$ cat config.mk
export PLATFORM = sky130hd
export DESIGN_NAME = cmpx_unit
export DESIGN_NICKNAME = d
export VERILOG_FILES = /design/src/rtl/cmpx_pkg.sv /design/src/rtl/cmpx_diff.sv /design/src/rtl/cmpx_lane.sv /design/src/rtl/cmpx_carry.sv /design/src/rtl/cmpx_unit.sv
export SDC_FILE = /design/constraint.sdc
export NUM_CORES = 1
export LEC_CHECK = 0
export ABC_AREA = 1
export BUFFER_PORTS_ARGS = -buffer_cell sky130_fd_sc_hd__buf_2
export CORE_ASPECT_RATIO = 0.9
export CORE_MARGIN = 2
export CORE_UTILIZATION = 55
export CTS_BUF_LIST = sky130_fd_sc_hd__clkbuf_2
export DETAILED_ROUTE_END_ITERATION = 7
export GPL_TIMING_DRIVEN = 0
export PLACE_DENSITY = 0.82
export SLEW_MARGIN = 20
export SYNTH_ARGS = -nofsm -noshare
export SYNTH_HDL_FRONTEND = slang
export SYNTH_SLANG_ARGS = --single-unit
$ cat constraint.sdc
create_clock -name clk -period 4.73 [get_ports clk]
set_input_delay 0.473 -clock clk [delete_from_list [all_inputs] [get_ports clk]]
set_output_delay 0.473 -clock clk [all_outputs]
set_load 0.01 [all_outputs]
$ cat src/rtl/cmpx_pkg.sv
package cmpx_pkg;

    typedef enum logic [1:0] {
        OP_SCMP   = 2'd0,
        OP_UCMP   = 2'd1,
        OP_BMATCH = 2'd2,
        OP_CARRY  = 2'd3
    } cmpx_op_e;

endpackage

$ cat src/rtl/cmpx_diff.sv
module cmpx_diff #(
    parameter int unsigned WIDTH = 32
) (
    input  logic [WIDTH-1:0] a,
    input  logic [WIDTH-1:0] b,
    input  logic             is_signed,
    output logic [WIDTH-1:0] diff
);
    localparam int unsigned MSB = WIDTH - 1;

    logic [WIDTH-1:0] raw;

    always_comb begin
        raw  = b + ~a + {{(WIDTH-1){1'b0}}, 1'b1};
        diff = raw;
        if (a[MSB] != b[MSB]) begin
            diff[MSB] = is_signed ? b[MSB] : a[MSB];
        end
    end

endmodule

$ cat src/rtl/cmpx_lane.sv
module cmpx_lane #(
    parameter int unsigned WIDTH  = 32,
    parameter int unsigned LANE_W = 8,
    parameter int unsigned IDX_W  = 3
) (
    input  logic [WIDTH-1:0] a,
    input  logic [WIDTH-1:0] b,
    output logic [IDX_W-1:0] idx
);
    localparam int unsigned NLANES = WIDTH / LANE_W;

    logic [NLANES-1:0] hit;

    genvar k;
    generate
        for (k = 0; k < NLANES; k++) begin : g_lane
            assign hit[k] = (a[k*LANE_W +: LANE_W] == b[k*LANE_W +: LANE_W]);
        end
    endgenerate

    // Ascending scan; the most significant matching lane is written last and wins.
    always_comb begin
        idx = '0;
        for (int i = 0; i < NLANES; i++) begin
            if (hit[i]) begin
                idx = IDX_W'(NLANES - i);
            end
        end
    end

endmodule

$ cat src/rtl/cmpx_carry.sv
module cmpx_carry #(
    parameter int unsigned WIDTH = 32
) (
    input  logic [WIDTH-1:0] a,
    input  logic [WIDTH-1:0] b,
    input  logic             cin,
    output logic             cout
);
    // a + b overflows when a exceeds the headroom ~b; equality leaves room only without cin.
    logic [WIDTH-1:0] room;

    always_comb begin
        room = ~b;
        cout = (a > room) || ((a == room) && cin);
    end

endmodule

$ cat src/rtl/cmpx_unit.sv
module cmpx_unit
    import cmpx_pkg::*;
#(
    parameter int unsigned DATA_W = 32,
    parameter int unsigned LANE_W = 8
) (
    input  logic              clk,
    input  logic              rst,
    input  logic              in_valid,
    input  logic [1:0]        op_sel,
    input  logic [DATA_W-1:0] opa,
    input  logic [DATA_W-1:0] opb,
    input  logic              cin,
    output logic [DATA_W-1:0] res,
    output logic              cout,
    output logic              out_valid
);
    localparam int unsigned NLANES = DATA_W / LANE_W;
    localparam int unsigned IDX_W  = $clog2(NLANES + 1);

    typedef struct packed {
        logic              vld;
        cmpx_op_e          op;
        logic [DATA_W-1:0] res;
        logic              cout;
    } cmpx_state_t;

    cmpx_state_t st_d, st_q;

    cmpx_op_e          op_in;
    logic [DATA_W-1:0] diff_w;
    logic [IDX_W-1:0]  lane_w;
    logic              carry_w;

    assign op_in = cmpx_op_e'(op_sel);

    cmpx_diff #(.WIDTH(DATA_W)) u_diff (
        .a         (opa),
        .b         (opb),
        .is_signed (op_in == OP_SCMP),
        .diff      (diff_w)
    );

    cmpx_lane #(.WIDTH(DATA_W), .LANE_W(LANE_W), .IDX_W(IDX_W)) u_lane (
        .a   (opa),
        .b   (opb),
        .idx (lane_w)
    );

    cmpx_carry #(.WIDTH(DATA_W)) u_carry (
        .a    (opa),
        .b    (opb),
        .cin  (cin),
        .cout (carry_w)
    );

    always_comb begin
        st_d     = st_q;
        st_d.vld = in_valid;
        if (in_valid) begin
            st_d.op   = op_in;
            st_d.cout = 1'b0;
            unique case (op_in)
                OP_SCMP, OP_UCMP: st_d.res = diff_w;
                OP_BMATCH:        st_d.res = DATA_W'(lane_w);
                OP_CARRY: begin
                    st_d.res  = '0;
                    st_d.cout = carry_w;
                end
                default:          st_d.res = '0;
            endcase
        end
    end

    always_ff @(posedge clk) begin
        if (rst) begin
            st_q <= '0;
        end else begin
            st_q <= st_d;
        end
    end

    assign res       = st_q.res;
    assign cout      = st_q.cout;
    assign out_valid = st_q.vld;

    AST_VALID_ONE_LAG: assert property (@(posedge clk) disable iff (rst)
        in_valid |=> out_valid);
    AST_VALID_DROPS: assert property (@(posedge clk) disable iff (rst)
        !in_valid |=> !out_valid);
    AST_IDLE_HOLDS: assert property (@(posedge clk) disable iff (rst)
        !in_valid |=> ($stable(res) && $stable(cout)));
    AST_COUT_CARRY_ONLY: assert property (@(posedge clk) disable iff (rst)
        (in_valid && op_sel != 2'd3) |=> !cout);
    AST_MATCH_RANGE: assert property (@(posedge clk) disable iff (rst)
        (in_valid && op_sel == 2'd2) |=> (res <= DATA_W'(NLANES)));
    AST_CARRY_RES_ZERO: assert property (@(posedge clk) disable iff (rst)
        (in_valid && op_sel == 2'd3) |=> (res == '0));
    AST_RESET_CLEARS: assert property (@(posedge clk)
        rst |=> (!out_valid && !cout && res == '0));

endmodule

* After elaboration in Yosys (flattened, before gate mapping)
Index checks and enable logic that the tools add are counted.
** Cells by class
- $add $sub $neg :: 2
- Multipliers :: 0
- Div/mod/pow operators :: 0
- $lt $le $gt $ge :: 1
- Equal/unequal tests :: 9
- Shift-type cells :: 0
- Muxes and demuxes :: 8
- Bitwise operators :: 2
- Reduce and logical (&&, ||, !) cells :: 4
** Operator list (count)
- 32-bit one-hot mux with 3 select lines :: 1
- 32-bit NOT :: 2
- 32-bit by 1-bit adder with 32-bit output (second input constant) :: 1
- 32-bit adder :: 1
- 32-bit == test :: 1
- 8-bit == test :: 4
- 32-bit greater-than comparator :: 1
- 3-bit two-way mux :: 4
- 2-bit == test (second input constant) :: 2
- 1-bit two-way mux :: 3
- 2-bit by 1-bit == test with 1-bit output (second input constant) :: 1
- 2-bit zero test :: 1
- 2-bit OR reduction :: 1
- 1-bit logical AND :: 1
- 1-bit logical OR :: 1
- 1-bit inequality test :: 1
** Storage, ports and cells
- Flip-flop bits (word level) :: 34
- Latch bits :: 0
- Bits in writable memories :: 0
- ROM bits :: 0
- Input bits :: 70
- Output and inout port bits :: 34
- Word-level logic and storage cells :: 29
- Memories :: 0

* Logic depth before layout (Yosys ltp)
- Word-level depth :: 6
- Mapped depth :: 15
- Depth with buffers taken out :: 15

* Modules after synthesis
From an unflattened synthesis, not the netlist that was laid out.
** Second synthesis, totals
- Cell total of the unflattened synthesis :: 948
- Area total of the unflattened synthesis :: 5305.1 µm²
** Modules (own cells, without submodules)
- cmpx_diff :: instances 1, cells an instance 529, area each 2498.6 µm², seq. area each 0.0 µm²
- cmpx_unit :: instances 1, cells an instance 162, area each 1367.6 µm², seq. area each 680.7 µm²
- cmpx_carry :: instances 1, cells an instance 122, area each 818.3 µm², seq. area each 0.0 µm²
- cmpx_lane :: instances 1, cells an instance 135, area each 620.6 µm², seq. area each 0.0 µm²

* Worst setup path after synthesis
Ideal clock, no wire load.
- Path type :: in2reg
- Start point :: input opb[0]
- End point :: register st_q, in the netlist res[16]
- Setup time :: 0.132 ns
- Data arrival time :: 1.814 ns
- Data required time :: 4.598 ns
- Path slack :: 2.784 ns
- Stages :: 13
- Buffers on the path :: 0
- Cells stage by stage :: inv_1 ha_1 fa_1 inv_1 nand3_1 nand3_1 nand2_1 nand2_1 nand3_1 nand2_1 nand2_1 nand3_1 a21oi_1
** Between the ends
- Cells in the longest elaborated chain, start to end :: 3
** Ends and longest elaborated chain
- start, declared :: RTL line cmpx_unit.sv:12 : input logic [DATA_W-1:0] opb,
- 32-bit adder :: RTL line cmpx_diff.sv:14 : raw = b + ~a + {{(WIDTH-1){1'b0}}, 1'b1};
- 32-bit by 1-bit adder with 32-bit output :: RTL line cmpx_diff.sv:14
- 32-bit one-hot mux with 3 select lines :: RTL line cmpx_unit.sv:63 : unique case (op_in)
- end signal, assigned :: RTL line cmpx_unit.sv:79 : st_q <= st_d;
- end, declared :: RTL line cmpx_unit.sv:28 : cmpx_state_t st_d, st_q;
No other way between the ends.
A chain may end at the register's enable or synchronous reset.

* Worst setup path in the final report
- Start point :: input opa[26]
- End point :: register st_q, in the netlist cout
** Between the ends
- Cells in the longest elaborated chain, start to end :: 4
- Elaborated cells on any way between the ends :: 5
- Classes of those cells :: 1 x order compare; 1 x eq/ne; 1 x mux; 2 x reduce/logical
** Ends and longest elaborated chain
- start, declared :: RTL line cmpx_unit.sv:11 : input logic [DATA_W-1:0] opa,
- parallel branches: the longest is 2 deep, another holds 32-bit greater-than comparator
- 1-bit logical OR (*) :: RTL line cmpx_carry.sv:14 : cout = (a > room) || ((a == room) && cin);
- 1-bit two-way mux (*) :: RTL line cmpx_unit.sv:63
Every way passes the cells marked *.

==> results.json <==
{
  "status": "completed",
  "final.min_clock_period_ns": 1.992,
  "synth_seq_area_share_pct": 14.91,
  "h-tree-depth": 2,
  "post_drt_wl_per_cell_microns": 11.70,
  "seqPwrFrac_pct": 34.1,
  "synth_area_leaders": "nand2_1 23%, ha_1 17%, dfxtp_1 15%",
  "hold-path-endpoint": "out_valid$_SDFF_PP0_",
  "vias": 5041,
  "drt_iter0_markers": 369,
  "path_clk_slew_ns": 0.20,
  "grt_pass1_vias": 4377,
  "finalCritPeriodShare_pct": 42.11,
  "die_width_microns": 100.0,
  "syn2layout_area_growth_pct": 14.91,
  "clock-root-buffer": "clkbuf_2",
  "viasPerCell": 4.894,
  "p_leak_nw": 3.258,
  "synthDistinctLibCells": 31,
  "layout_commonest_cell": "nand2_1",
  "reg2reg_from": "res[8]$_SDFFE_PP0P_",
  "cts_setup_buffers": 0,
  "slew_headroom_pct": 60.98,
  "timing.fmax_mhz": 502.0,
  "syn_area_sq_mm": 0.004566,
  "switching_share_pct": 45.17,
  "worstReg2RegEnd": "res[8]$_SDFFE_PP0P_",
  "ys_warn_count": 0,
  "grt_first_pass_wirelength_microns": 19980,
  "worstSetupStartpointType": "primary input",
  "cts_buffer_depth": 2,
  "critical_path_arrival_ns": 2.34,
  "synth_top_cell_by_area": "nand2_1",
  "regArea_sq_um": 680.7,
  "r2r_slack_ns": 4.02,
  "ios": 104,
  "grt_max_degree": 12,
  "first_pass_iters": 6,
  "most-common-layout-cells": "280 x nand2_1, 174 x inv_1, 106 x buf_2, 70 x a21oi_1, 63 x ha_1",
  "r2r_cells": 2,
  "antenna_found_initial": 0,
  "min-delay-path-class": "primary input to flip-flop",
  "avgSynthCellArea_sq_um": 5.568,
  "power.density_mw_per_mm2": 174.4,
  "synth_fp_nets": 954,
  "fin_skew_ns": 0,
  "drt-total-wl_microns": 12050,
  "dp_hpwl_microns": 10350,
  "crit_path_end_kind": "flip-flop",
  "hold_buffers": 0,
  "synth_cells": 820,
  "ctsResizeCount": 0,
  "hold_start": "rst",
  "port_buffers": 103,
  "synth-seq-cells": 34,
  "cts_tree": "built",
  "ant_nets": 0,
  "internal-power_mw": 0.5016,
  "fin_nets": 1064,
  "max_cap_viol_count": 0,
  "tightest_slew_ns": 0.5800,
  "worstSetupPathType": "primary input to flip-flop",
  "die_h_microns": 90.44,
  "rsz0062_at_grt": "no",
  "pwr-share-comb_pct": 50.2,
  "crit_fanout": 6,
  "hold_viol_final": 0,
  "multi_input_area_sq_mm": 0.003179,
  "power_switching_mw": 0.4132,
  "start_util_pct": 56.59,
  "grt-ovfl-total": 0,
  "pwr-share-clk_pct": 15.6,
  "slew_viol_final": 0,
  "finalPower_mw": 0.9147,
  "synth_edf_count": 0,
  "async_reset_ff_share_pct": 0,
  "n_fill_cell": 830,
  "diodes": 0,
  "tns_ns": 0,
  "clock_latency_ns": 0.39,
  "layout-drive-gt1-share_pct": 16.11,
  "synth_top_cell_area_share_pct": 23.02,
  "synth-main-ff-cell": "dfxtp_1",
  "core_area_sq_mm": 0.008068,
  "die_area_sq_mm": 0.009047,
  "final-setup-viol-count": 0,
  "finalWeightedCongestion": 1.003,
  "route.detailed.drc": 0,
  "grt.total_usage_pct": 26.71,
  "numCtsBuffers": 5,
  "row_count": 31,
  "cts.sinks": 34,
  "required_ns": 5.08,
  "ir_drop_mv": 0.1109,
  "min_path_cells": 2
}
## synth_stat cells (4+ instances only)
cell type / n
nand3_1: 49
inv_1: 174
nor2_1: 61
clkbuf_1: 6
dfxtp_1: 34
nor2_2: 8
a21oi_1: 70
nand2_2: 11
inv_2: 4
o21ai_0: 18
nand3b_1: 5
ha_1: 63
nand2_1: 280
nand3_2: 7
## layer usage
metal	wire (microns)	global-route usage (%)
met3	805	2.709
met4	100	3.653
met2	4812	39.81
met5	0	0
met1	6333	42.03
## worst max path at each step
stage | startpoint | endpoint | slack [ns] | cells past startpoint
final | opa[26] | cout$_SDFFE_PP0P_ | 2.74 | 14
after CTS | opa[26] | cout$_SDFFE_PP0P_ | 2.84 | 14
after floorplan | opb[0] | res[16]$_SDFFE_PP0P_ | 2.78 | 13
after detailed placement | opa[26] | cout$_SDFFE_PP0P_ | 2.42 | 14
after global routing | opa[26] | cout$_SDFFE_PP0P_ | 2.57 | 14
after global placement | opa[26] | cout$_SDFFE_PP0P_ | 2.42 | 14
## kinds of logic (layout without fill, tap and decap cells)
group | Yosys count | count (layout) | synth area share, %
compound gates | 100 | 100 | 11.62
fa+ha+maj | 64 | 64 | 17.70
buf+inv | 187 | 298 | 15.46
flops | 34 | 34 | 14.91
mux | 1 | 1 | 0.2466
simple gates | 434 | 434 | 40.07
## flip-flops by register name, summed over array words and instances (netlist names)
register	cells
out_valid	1
cout	1
res	32
## critical path, cell delays in order
cell	delay, ns
buf_2	0.10
inv_1	0.04
ha_1	0.39
nor2_1	0.20
nand2_1	0.07
nor2_1	0.25
nand2_1	0.17
nor2_1	0.24
nor2_1	0.07
nand2_1	0.06
nor2_1	0.05
nand2_1	0.07
nand2_1	0.05
a21oi_1	0.10
## per-stage QoR
stage          setup WS, ns  util (%)  hold WS, ns  std cells  instance area, sq um
3_3_place_gp          2.417     64.52       0.4510       1022                  5205
2_1_floorplan         2.784         -       0.4900        820                  4566
4_1_cts               2.837     65.03       0.2872       1030                  5246
5_1_grt               2.573     65.03       0.2858       1030                  5246
6_report              2.738     65.03       0.2907       1030                  5246
3_5_place_dp          2.419     64.52       0.4534       1022                  5205
## power by group through the flow
stage          sequential [mW]  clock, mW  combinational (mW)
2_1_floorplan            0.326          0               0.304
3_3_place_gp             0.318          0               0.445
3_5_place_dp             0.318          0               0.451
4_1_cts                  0.312      0.143               0.452
5_1_grt                  0.314      0.154               0.520
6_report                 0.312      0.143               0.460
## cell type report
type | count | share of cell area (%)
Buffer | 9 | 0.7155
Tap cell | 99 | 2.361
Timing Repair Buffer | 103 | 9.826
Multi-Input combinational cell | 599 | 60.60
Clock inverter | 3 | 0.3100
Clock buffer | 5 | 0.4770
Inverter | 178 | 12.74
Sequential cell | 34 | 12.97
Power figures use the tool's default switching activity.
